File: src/rtl/fm_pkg.sv
package fm_pkg;
  localparam int REG_DUTY   = 0;
  localparam int REG_CTRL   = 1;
  localparam int REG_AUX    = 2;
  localparam int REG_RESULT = 3;
  localparam int BIT_BUSY   = 31;
  localparam int SEL_LSB    = 20;
  localparam int SEL_W      = 6;
  localparam int BIT_MUXEN  = 19;
  localparam int BIT_START  = 16;
  localparam int DUR_W      = 16;

  typedef struct packed {
    logic clearCount;
    logic countEn;
  } fmStrobes_t;
endpackage

File: src/rtl/fm_control.sv
module fm_control
  import fm_pkg::*;
#(
  parameter int TICK_DIV = 100
) (
  input  logic             clk,
  input  logic             rstN,
  input  logic             wrCtrl,
  input  logic [31:0]      wrData,
  output logic [SEL_W-1:0] selIdx,
  output logic             muxEn,
  output logic             startBit,
  output logic [DUR_W-1:0] durVal,
  output logic             busy,
  output logic             tick,
  output fmStrobes_t       strb
);
  localparam int PRE_W = (TICK_DIV > 1) ? $clog2(TICK_DIV) : 1;
  localparam logic [PRE_W-1:0] PRE_LAST = PRE_W'(TICK_DIV - 1);

  typedef enum logic [1:0] {ST_IDLE, ST_ARM, ST_GATE} gateState_t;

  gateState_t      state;
  logic [PRE_W-1:0] preCnt;
  logic [DUR_W-1:0] remain;
  logic            newStart;
  logic            abortRun;

  // free-running microsecond prescaler
  always_ff @(posedge clk or negedge rstN) begin
    if (!rstN) preCnt <= '0;
    else if (preCnt == PRE_LAST) preCnt <= '0;
    else preCnt <= preCnt + 1'b1;
  end
  assign tick = (preCnt == PRE_LAST);

  assign newStart = wrCtrl && wrData[BIT_START] && wrData[BIT_MUXEN] && !startBit;
  assign abortRun = wrCtrl && !wrData[BIT_START];

  // control word fields
  always_ff @(posedge clk or negedge rstN) begin
    if (!rstN) begin
      selIdx   <= '0;
      muxEn    <= 1'b0;
      startBit <= 1'b0;
      durVal   <= '0;
    end else if (wrCtrl) begin
      selIdx   <= wrData[SEL_LSB +: SEL_W];
      muxEn    <= wrData[BIT_MUXEN];
      startBit <= wrData[BIT_START];
      durVal   <= wrData[DUR_W-1:0];
    end
  end

  // gate sequencing
  always_ff @(posedge clk or negedge rstN) begin
    if (!rstN) begin
      state  <= ST_IDLE;
      remain <= '0;
    end else if (abortRun) begin
      state <= ST_IDLE;
    end else if (newStart) begin
      state <= ST_ARM;
    end else begin
      case (state)
        ST_ARM: if (tick) begin
          state  <= ST_GATE;
          remain <= durVal;
        end
        ST_GATE: if (tick) begin
          if (remain == '0) state <= ST_IDLE;
          else remain <= remain - 1'b1;
        end
        default: state <= ST_IDLE;
      endcase
    end
  end

  assign busy            = (state != ST_IDLE);
  assign strb.clearCount = newStart;
  assign strb.countEn    = (state == ST_GATE);
endmodule

File: src/rtl/fm_datapath.sv
module fm_datapath
  import fm_pkg::*;
#(
  parameter int NSRC  = 8,
  parameter int CNT_W = 16
) (
  input  logic             clk,
  input  logic             rstN,
  input  logic [NSRC-1:0]  srcClk,
  input  logic [SEL_W-1:0] selIdx,
  input  logic             muxEn,
  input  fmStrobes_t       strb,
  output logic [CNT_W-1:0] count
);
  localparam logic [CNT_W-1:0] CNT_MAX = '1;

  logic [NSRC-1:0] hit;
  logic            chosen;
  logic [2:0]      syncQ;
  logic            rise;

  for (genvar g = 0; g < NSRC; g++) begin : g_sel
    assign hit[g] = srcClk[g] & (selIdx == SEL_W'(g));
  end
  assign chosen = muxEn & (|hit);

  always_ff @(posedge clk or negedge rstN) begin
    if (!rstN) syncQ <= '0;
    else syncQ <= {syncQ[1:0], chosen};
  end
  assign rise = syncQ[1] & ~syncQ[2];

  always_ff @(posedge clk or negedge rstN) begin
    if (!rstN) count <= '0;
    else if (strb.clearCount) count <= '0;
    else if (strb.countEn && rise && (count != CNT_MAX)) count <= count + 1'b1;
  end
endmodule

File: src/rtl/freq_meter.sv
module freq_meter
  import fm_pkg::*;
#(
  parameter int NSRC     = 8,
  parameter int TICK_DIV = 100,
  parameter int CNT_W    = 16
) (
  input  logic            clk,
  input  logic            rstN,
  input  logic            wrEn,
  input  logic            rdEn,
  input  logic [1:0]      addr,
  input  logic [31:0]     wrData,
  output logic [31:0]     rdData,
  input  logic [NSRC-1:0] srcClk
);
  logic             wrCtrl;
  logic [SEL_W-1:0] selIdx;
  logic             muxEn;
  logic             startBit;
  logic [DUR_W-1:0] durVal;
  logic             busy;
  logic             tick;
  fmStrobes_t       strb;
  logic [CNT_W-1:0] count;
  logic [31:0]      readVal;

  assign wrCtrl = wrEn && (addr == 2'(REG_CTRL));

  fm_control #(.TICK_DIV(TICK_DIV)) u_ctl (
    .clk(clk), .rstN(rstN), .wrCtrl(wrCtrl), .wrData(wrData),
    .selIdx(selIdx), .muxEn(muxEn), .startBit(startBit), .durVal(durVal),
    .busy(busy), .tick(tick), .strb(strb)
  );

  fm_datapath #(.NSRC(NSRC), .CNT_W(CNT_W)) u_dp (
    .clk(clk), .rstN(rstN), .srcClk(srcClk), .selIdx(selIdx),
    .muxEn(muxEn), .strb(strb), .count(count)
  );

  always_comb begin
    readVal = '0;
    case (addr)
      2'(REG_CTRL): begin
        readVal[BIT_BUSY]            = busy;
        readVal[SEL_LSB +: SEL_W]    = selIdx;
        readVal[BIT_MUXEN]           = muxEn;
        readVal[BIT_START]           = startBit;
        readVal[DUR_W-1:0]           = durVal;
      end
      2'(REG_RESULT): readVal[CNT_W-1:0] = count;
      default: readVal = '0;
    endcase
  end
  assign rdData = rdEn ? readVal : '0;
endmodule

File: config.mk
export PLATFORM = sky130hd
export DESIGN_NAME = freq_meter
export DESIGN_NICKNAME = d
export VERILOG_FILES = /design/src/rtl/fm_pkg.sv /design/src/rtl/fm_control.sv /design/src/rtl/fm_datapath.sv /design/src/rtl/freq_meter.sv
export SDC_FILE = /design/constraint.sdc
export NUM_CORES = 1
export LEC_CHECK = 0
export ABC_AREA = 1
export BUFFER_PORTS_ARGS = -buffer_cell sky130_fd_sc_hd__clkbuf_2
export CAP_MARGIN = 40
export CORE_MARGIN = 2
export CORE_UTILIZATION = 51
export CTS_BUF_LIST = sky130_fd_sc_hd__clkbuf_16
export CTS_CLUSTER_DIAMETER = 50
export CTS_CLUSTER_SIZE = 12
export DETAILED_ROUTE_END_ITERATION = 7
export GPL_ROUTABILITY_DRIVEN = 1
export PLACE_DENSITY = 0.83
export SETUP_SLACK_MARGIN = 0.3
export SYNTH_ARGS = -nofsm -noshare
export SYNTH_HDL_FRONTEND = slang
export SYNTH_SLANG_ARGS = --single-unit
File: constraint.sdc
create_clock -name clk -period 1.7 [get_ports clk]
set_input_delay 0.085 -clock clk [delete_from_list [all_inputs] [get_ports clk]]
set_output_delay 0.085 -clock clk [all_outputs]
set_load 0.02 [all_outputs]
Yosys cells after proc, flatten, opt, wreduce, memory -nomap -nowiden:

Cells that the tools add are included.

* flip-flop bits (word level): 68
* input port bits: 46
* logic and storage cells: 79

* $add $sub $neg: 3
* mux-type cells: 18
* bitwise logic cells: 13
* reductions and logical operators: 17
* equal/unequal tests: 19

Operator list (number)
* $mux W16: 5
* $pmux W16 S2: 2
* $mux W32: 1
* $eq A6 B3 Y1 const B: 4
* $add A16 B1 Y16 const B: 1
* $logic_not A16 Y1: 1
* $ne A16 B16 Y1 const B: 1
* $sub A16 B1 Y16 const B: 1
* $mux W7: 2
* $eq A6 B2 Y1 const B: 2
* $and A1 B1 Y1: 10
* $mux W2: 5
* $ne A4 B4 Y1 const B: 2
* $reduce_or A8 Y1: 1
* $add A7 B1 Y7 const B: 1
* $eq A7 B7 Y1 const B: 1
* $logic_and A1 B1 Y1: 7
* $eq A6 B1 Y1 const B: 1
* $logic_not A6 Y1: 1
* $ne A2 B2 Y1 const B: 3
* $reduce_and A6 Y1: 1
* $reduce_bool A2 Y1: 3
* $eq A2 B1 Y1 const B: 2
* $eq A2 B2 Y1 const B: 2
* other kinds (6): 10

Longest topological paths before layout:

* depth after elaboration: 7
* mapped depth: 12

Cells and area by module:

Synthesis repeated with hierarchy kept, for this count alone.

* cells, all modules: 655
* area, all modules: 4416.7 um2

By module, submodules not included
* fm_control: cells each 363, times used 1, area an instance 2621.3 um2, sequential area each 1226.2 um2
* fm_datapath: cells each 173, times used 1, area an instance 1216.2 um2, sequential area each 475.5 um2
* freq_meter: cells each 119, times used 1, area an instance 579.3 um2, sequential area each 0.0 um2

Least setup slack after synthesis:

No wires, ideal clock.

* kind: register to register
* from: reg u_ctl.remain[0]
* to: reg u_ctl.remain[4]
* stages on the path, launching flop included: 11
* arrival time: 1520 ps
* path slack: 62 ps
* library setup time: 118 ps
* period minus slack after synthesis: 1638 ps
* cell sequence: dfrtp_1 inv_1 ha_1 nand3_2 nor2_1 nand2_2 nor2_8 nor2_8 buf_12 nand2_2 o21ai_2

* cells in the longest elaborated chain, start to end: 4
* elaborated cells between the ends (all ways): 7
* classes of those cells: add/sub: 1; eq/ne: 1; mux: 3; reduce/logical: 2

Ends and longest elaborated chain
* start, declared: line fm_control.sv:25 `logic [DUR_W-1:0] remain;`
* start signal, assigned: line fm_control.sv:68 `remain <= durVal;`
* start signal, assigned: line fm_control.sv:72 `else remain <= remain - 1'b1;`
* $sub A16 B1 Y16: line fm_control.sv:72
* $mux W16: line fm_control.sv:71 `if (remain == '0) state <= ST_IDLE;`
* $mux W16: line fm_control.sv:70 `ST_GATE: if (tick) begin`
* $pmux W16 S2: line fm_control.sv:65 `case (state)`

Parallel ways exist; a longest one is shown, timed or not. The select of a mux whose other input is x is not followed.
A chain may end at the register's enable or synchronous reset.

Worst setup path in the final report:

* from: reg u_dp.count[1]
* to: reg u_dp.count[3]

* cells in the longest elaborated chain, start to end: 3
* elaborated cells between the ends (all ways): 6
* classes of those cells: add/sub: 1; eq/ne: 1; mux: 2; reduce/logical: 2

Ends and longest elaborated chain
* start, declared: line fm_datapath.sv:13 `output logic [CNT_W-1:0] count`
* start signal, assigned: line fm_datapath.sv:36 `else if (strb.countEn && rise && (count != CNT_MAX)) count <= count + 1'b1;`
* $add A16 B1 Y16 / $ne A16 B16 Y1 (equally long branches): line fm_datapath.sv:36
* $mux W16 / $logic_and A1 B1 Y1 (equally long branches): line fm_datapath.sv:36
* $mux W16 / $reduce_bool A2 Y1 (equally long branches)

Parallel ways exist; a longest one is shown, timed or not. The select of a mux whose other input is x is not followed.

==> impl_metrics.yaml <==
run_status:
  status: "complete, but fails checks"
  violations: "negative hold slack"
global_routing:
  antenna_found_initial: 0
  track_usage_pct: 28.1
  grt_util_met3_pct: 6.88
  use_met2_pct: 43.8
  grt-ovfl-total: 0
  top_usage_layer: "met2"
  first_global_vias: 4282
  grt_first_pass_wirelength_um: 19600
  grt_util_met1_pct: 35.9
  grt_max_degree: 69
worst_hold_path:
  worstHoldStart: "wrData[14]"
  min_to: "u_ctl.durVal[14]"
  hold_path_class: "in2reg"
  hold_path_depth: 3
synth:
  syn_inst: 592
  synth.ff_latch_count: 68
  yosysTopAreaCellShare_pct: 40.0
  synth_ff_type: "dfrtp_1"
  syn_avg_cell_area_um2: 7.18
  synth_warnings: 0
  synth-async-reset-ratio_pct: 100
  synth-seq-area-share_pct: 40.0
  synth_xor_area_share_pct: 1.44
  yosys-top-cells-area: "dfrtp_1 40%, nand2_1 18%, inv_1 5.5%, nor2_1 5.3%, nand3_1 4.0%"
  synth-edff-count: 0
  synth_top_family_by_area: "simple AND/OR/NAND/NOR gates"
  synthAdderAreaFrac_pct: 0.883
  synth_compound_area_share_pct: 10.3
  synthDistinctLibCells: 35
  syn_area_mm2: 0.00425
  synth_top_area_cell: "dfrtp_1"
  muxShareOfSynthArea_pct: 0
  synth-simple-area-share_pct: 37.2
finish:
  layout_common_cells: "199 x nand2_1, 63 x dfrtp_1, 56 x inv_1, 55 x clkbuf_2, 52 x nor2_1"
  stdcell_area_mm2: 0.00558
  drive_gt1_share_pct: 28.5
  final_common_cell: "nand2_1"
  diodes: 0
  syn_to_final_growth_pct: 31.3
  fin_nets: 757
power:
  leakage_nw: 2.87
  p_per_area_mw_per_mm2: 711
  vdd_ir_drop_max_uv: 542
  fin_total_pwr_mw: 3.97
die:
  top_level_ports: 78
  dieArea_mm2: 0.00908
  die_x_um: 95.3
  coreArea_mm2: 0.00813
  initial_utilization_pct: 52.2
  dieHeight_um: 95.3
  row_count: 33
setup_path:
  worstPathBufferInverterCount: 3
  r2r_slack_ps: 110
  path_delay_family: "simple AND/OR/NAND/NOR gates"
  r2r-end: "u_dp.count[3]"
  startpoint_type: "flop"
  path_class: "reg2reg"
  rr_worst_depth: 11
  max_stage_delay_ps: 380
  cp.arrival_ps: 1810
  crit_chain: "ha_2 -> nand2_2 -> inv_2 -> nand2_4 -> inv_4 -> nand2_4 -> nor2_4 -> nor2_4 -> buf_12 -> nand3b_1 -> nand2_1"
  path_max_fanout: 9
  slowest_stage: "dfrtp_1"
  end_kind: "flop"
  cp.required_ps: 1920
  rr_startpoint: "u_dp.count[1]"
clock_network:
  cts_tree: "done"
  cts_buffers: 9
  path_clk_slew_ps: 60
  root_buffer: "clkbuf_16"
  numClockSinks: 68
  clock_latency_ps: 330
  clockBufferDepth: 2
  htree_num_levels: 3
sta:
  slew_headroom_pct: 57.9
  post-route-period-util_pct: 93.4
  worstMarginPinSlew_ps: 631
  hold_viol: 1
  finClkSkew_ps: 7.45
  finalCriticalPeriod_ps: 1590
  final_max_slew_viol_count: 0
  rsz0062_at_grt: "true"
  clock.fmax_mhz: 630
  setup_viol: 0
  whs_ps: -0.731
drt:
  drt-wirelength-per-cell_um: 15.4
  num_vias: 4526
  initialDrtViolationCount: 499
  ant_nets: 0
  vias_per_cell: 5.53
  drc: 0
  firstDrtPassIters: 6
  drt-total-wl_um: 12600
place:
  postPlaceCellArea_mm2: 0.00474
  io_buffers: 62
  dp_hpwl_um: 7700
  place_congestion: 0.887
run:
  maxCapViolCount: 0
## flip-flops by register name (all words and copies together), names as in the netlist
register	count
u_ctl.durVal	16
u_dp.count	16
u_ctl.remain	16
u_ctl.selIdx	6
u_ctl.startBit	1
u_ctl.state	2
u_dp.syncQ	3
u_ctl.preCnt	7
u_ctl.muxEn	1
## stage by stage
| stage | TNS (ps) | worst slack, ps | util [%] | cells |
|---|---|---|---|---|
| CTS | 0 | 206 | 67.4 | 816 |
| floorplan | 0 | 217 | - | 598 |
| finish | 0 | 112 | 68.6 | 818 |
| detailed placement | -8.07 | -8.07 | 58.3 | 757 |
| global route | 0 | 72.0 | 68.6 | 818 |
| global placement | 0 | 60.4 | 58.3 | 757 |
## per-layer routing
metal | part of all wire [%] | up-vias
li1 | - | 2092
met1 | 39 | 2094
met2 | 47 | 281
met3 | 8.9 | 59
met4 | 4.8 | 0
met5 | 0 | -
## cells in the mapped netlist, types with 3 or more instances
master    count
ha_1          3
inv_1        62
nand3b_1      8
nand2_1     206
nand2_2       9
xor2_1        6
clkbuf_1     10
nor2_1       60
o21bai_1      3
a21oi_1      19
nand3_1      34
dfrtp_1      68
buf_4         7
buf_6         3
nand4_1      10
inv_2         5
o21ai_0      34
o32ai_1       4
nor2_8        3
o21ai_2       9
nand3_2       9
## worst reg2reg max path, cell delays in order (launching register included)
cell and delay [ps]:
dfrtp_1 380, ha_2 210, nand2_2 50, inv_2 90
nand2_4 70, inv_4 70, nand2_4 60, nor2_4 160
nor2_4 80, buf_12 140, nand3b_1 90, nand2_1 70
## how the worst max path moves through the flow
stage	depth (start not counted)	startpoint	slack, ps	to
2_1_floorplan	7	u_ctl.preCnt[0]	220	u_ctl.remain[2]
3_3_place_gp	10	u_dp.count[1]	60	u_dp.count[9]
3_5_place_dp	10	u_dp.count[1]	-8	u_dp.count[9]
4_1_cts	9	u_ctl.remain[0]	210	u_ctl.remain[14]
5_1_grt	11	u_dp.count[1]	70	u_dp.count[11]
6_report	11	u_dp.count[1]	110	u_dp.count[3]
## logic make-up after synthesis
group,after synthesis
flops,68
other cells,1
buf+inv,91
xor+xnor,7
simple gates,348
compound gates,74
fa+ha+maj,3
## power by group
part,switching (mW),internal (mW),leakage [nW],total [mW]
clock,0.697,0.965,0.134,1.66
combinational,0.318,0.182,1.89,0.500
sequential,0.0847,1.72,0.844,1.81
total,1.10,2.87,2.87,3.97
## cell type report
class	count	area (µm²)
clock inverter	7	35.0
multi-input combinational	440	2350
fill	589	2550
timing repair buffer	122	871
sequential	68	1710
inverter	67	263
tap	105	131
clock buffer	9	225
## what timing repair did
action / 4_1_cts / 5_1_grt
cloned: 1 / 0
setup buffers: 23 / 2
gates resized for setup: 32 / 34
hold buffers: 19 / 0
hold endpoints to repair: 86 / 0
pin swaps: 14 / 9
setup endpoints to repair: 35 / 45
(Power assumes the default switching activity.)
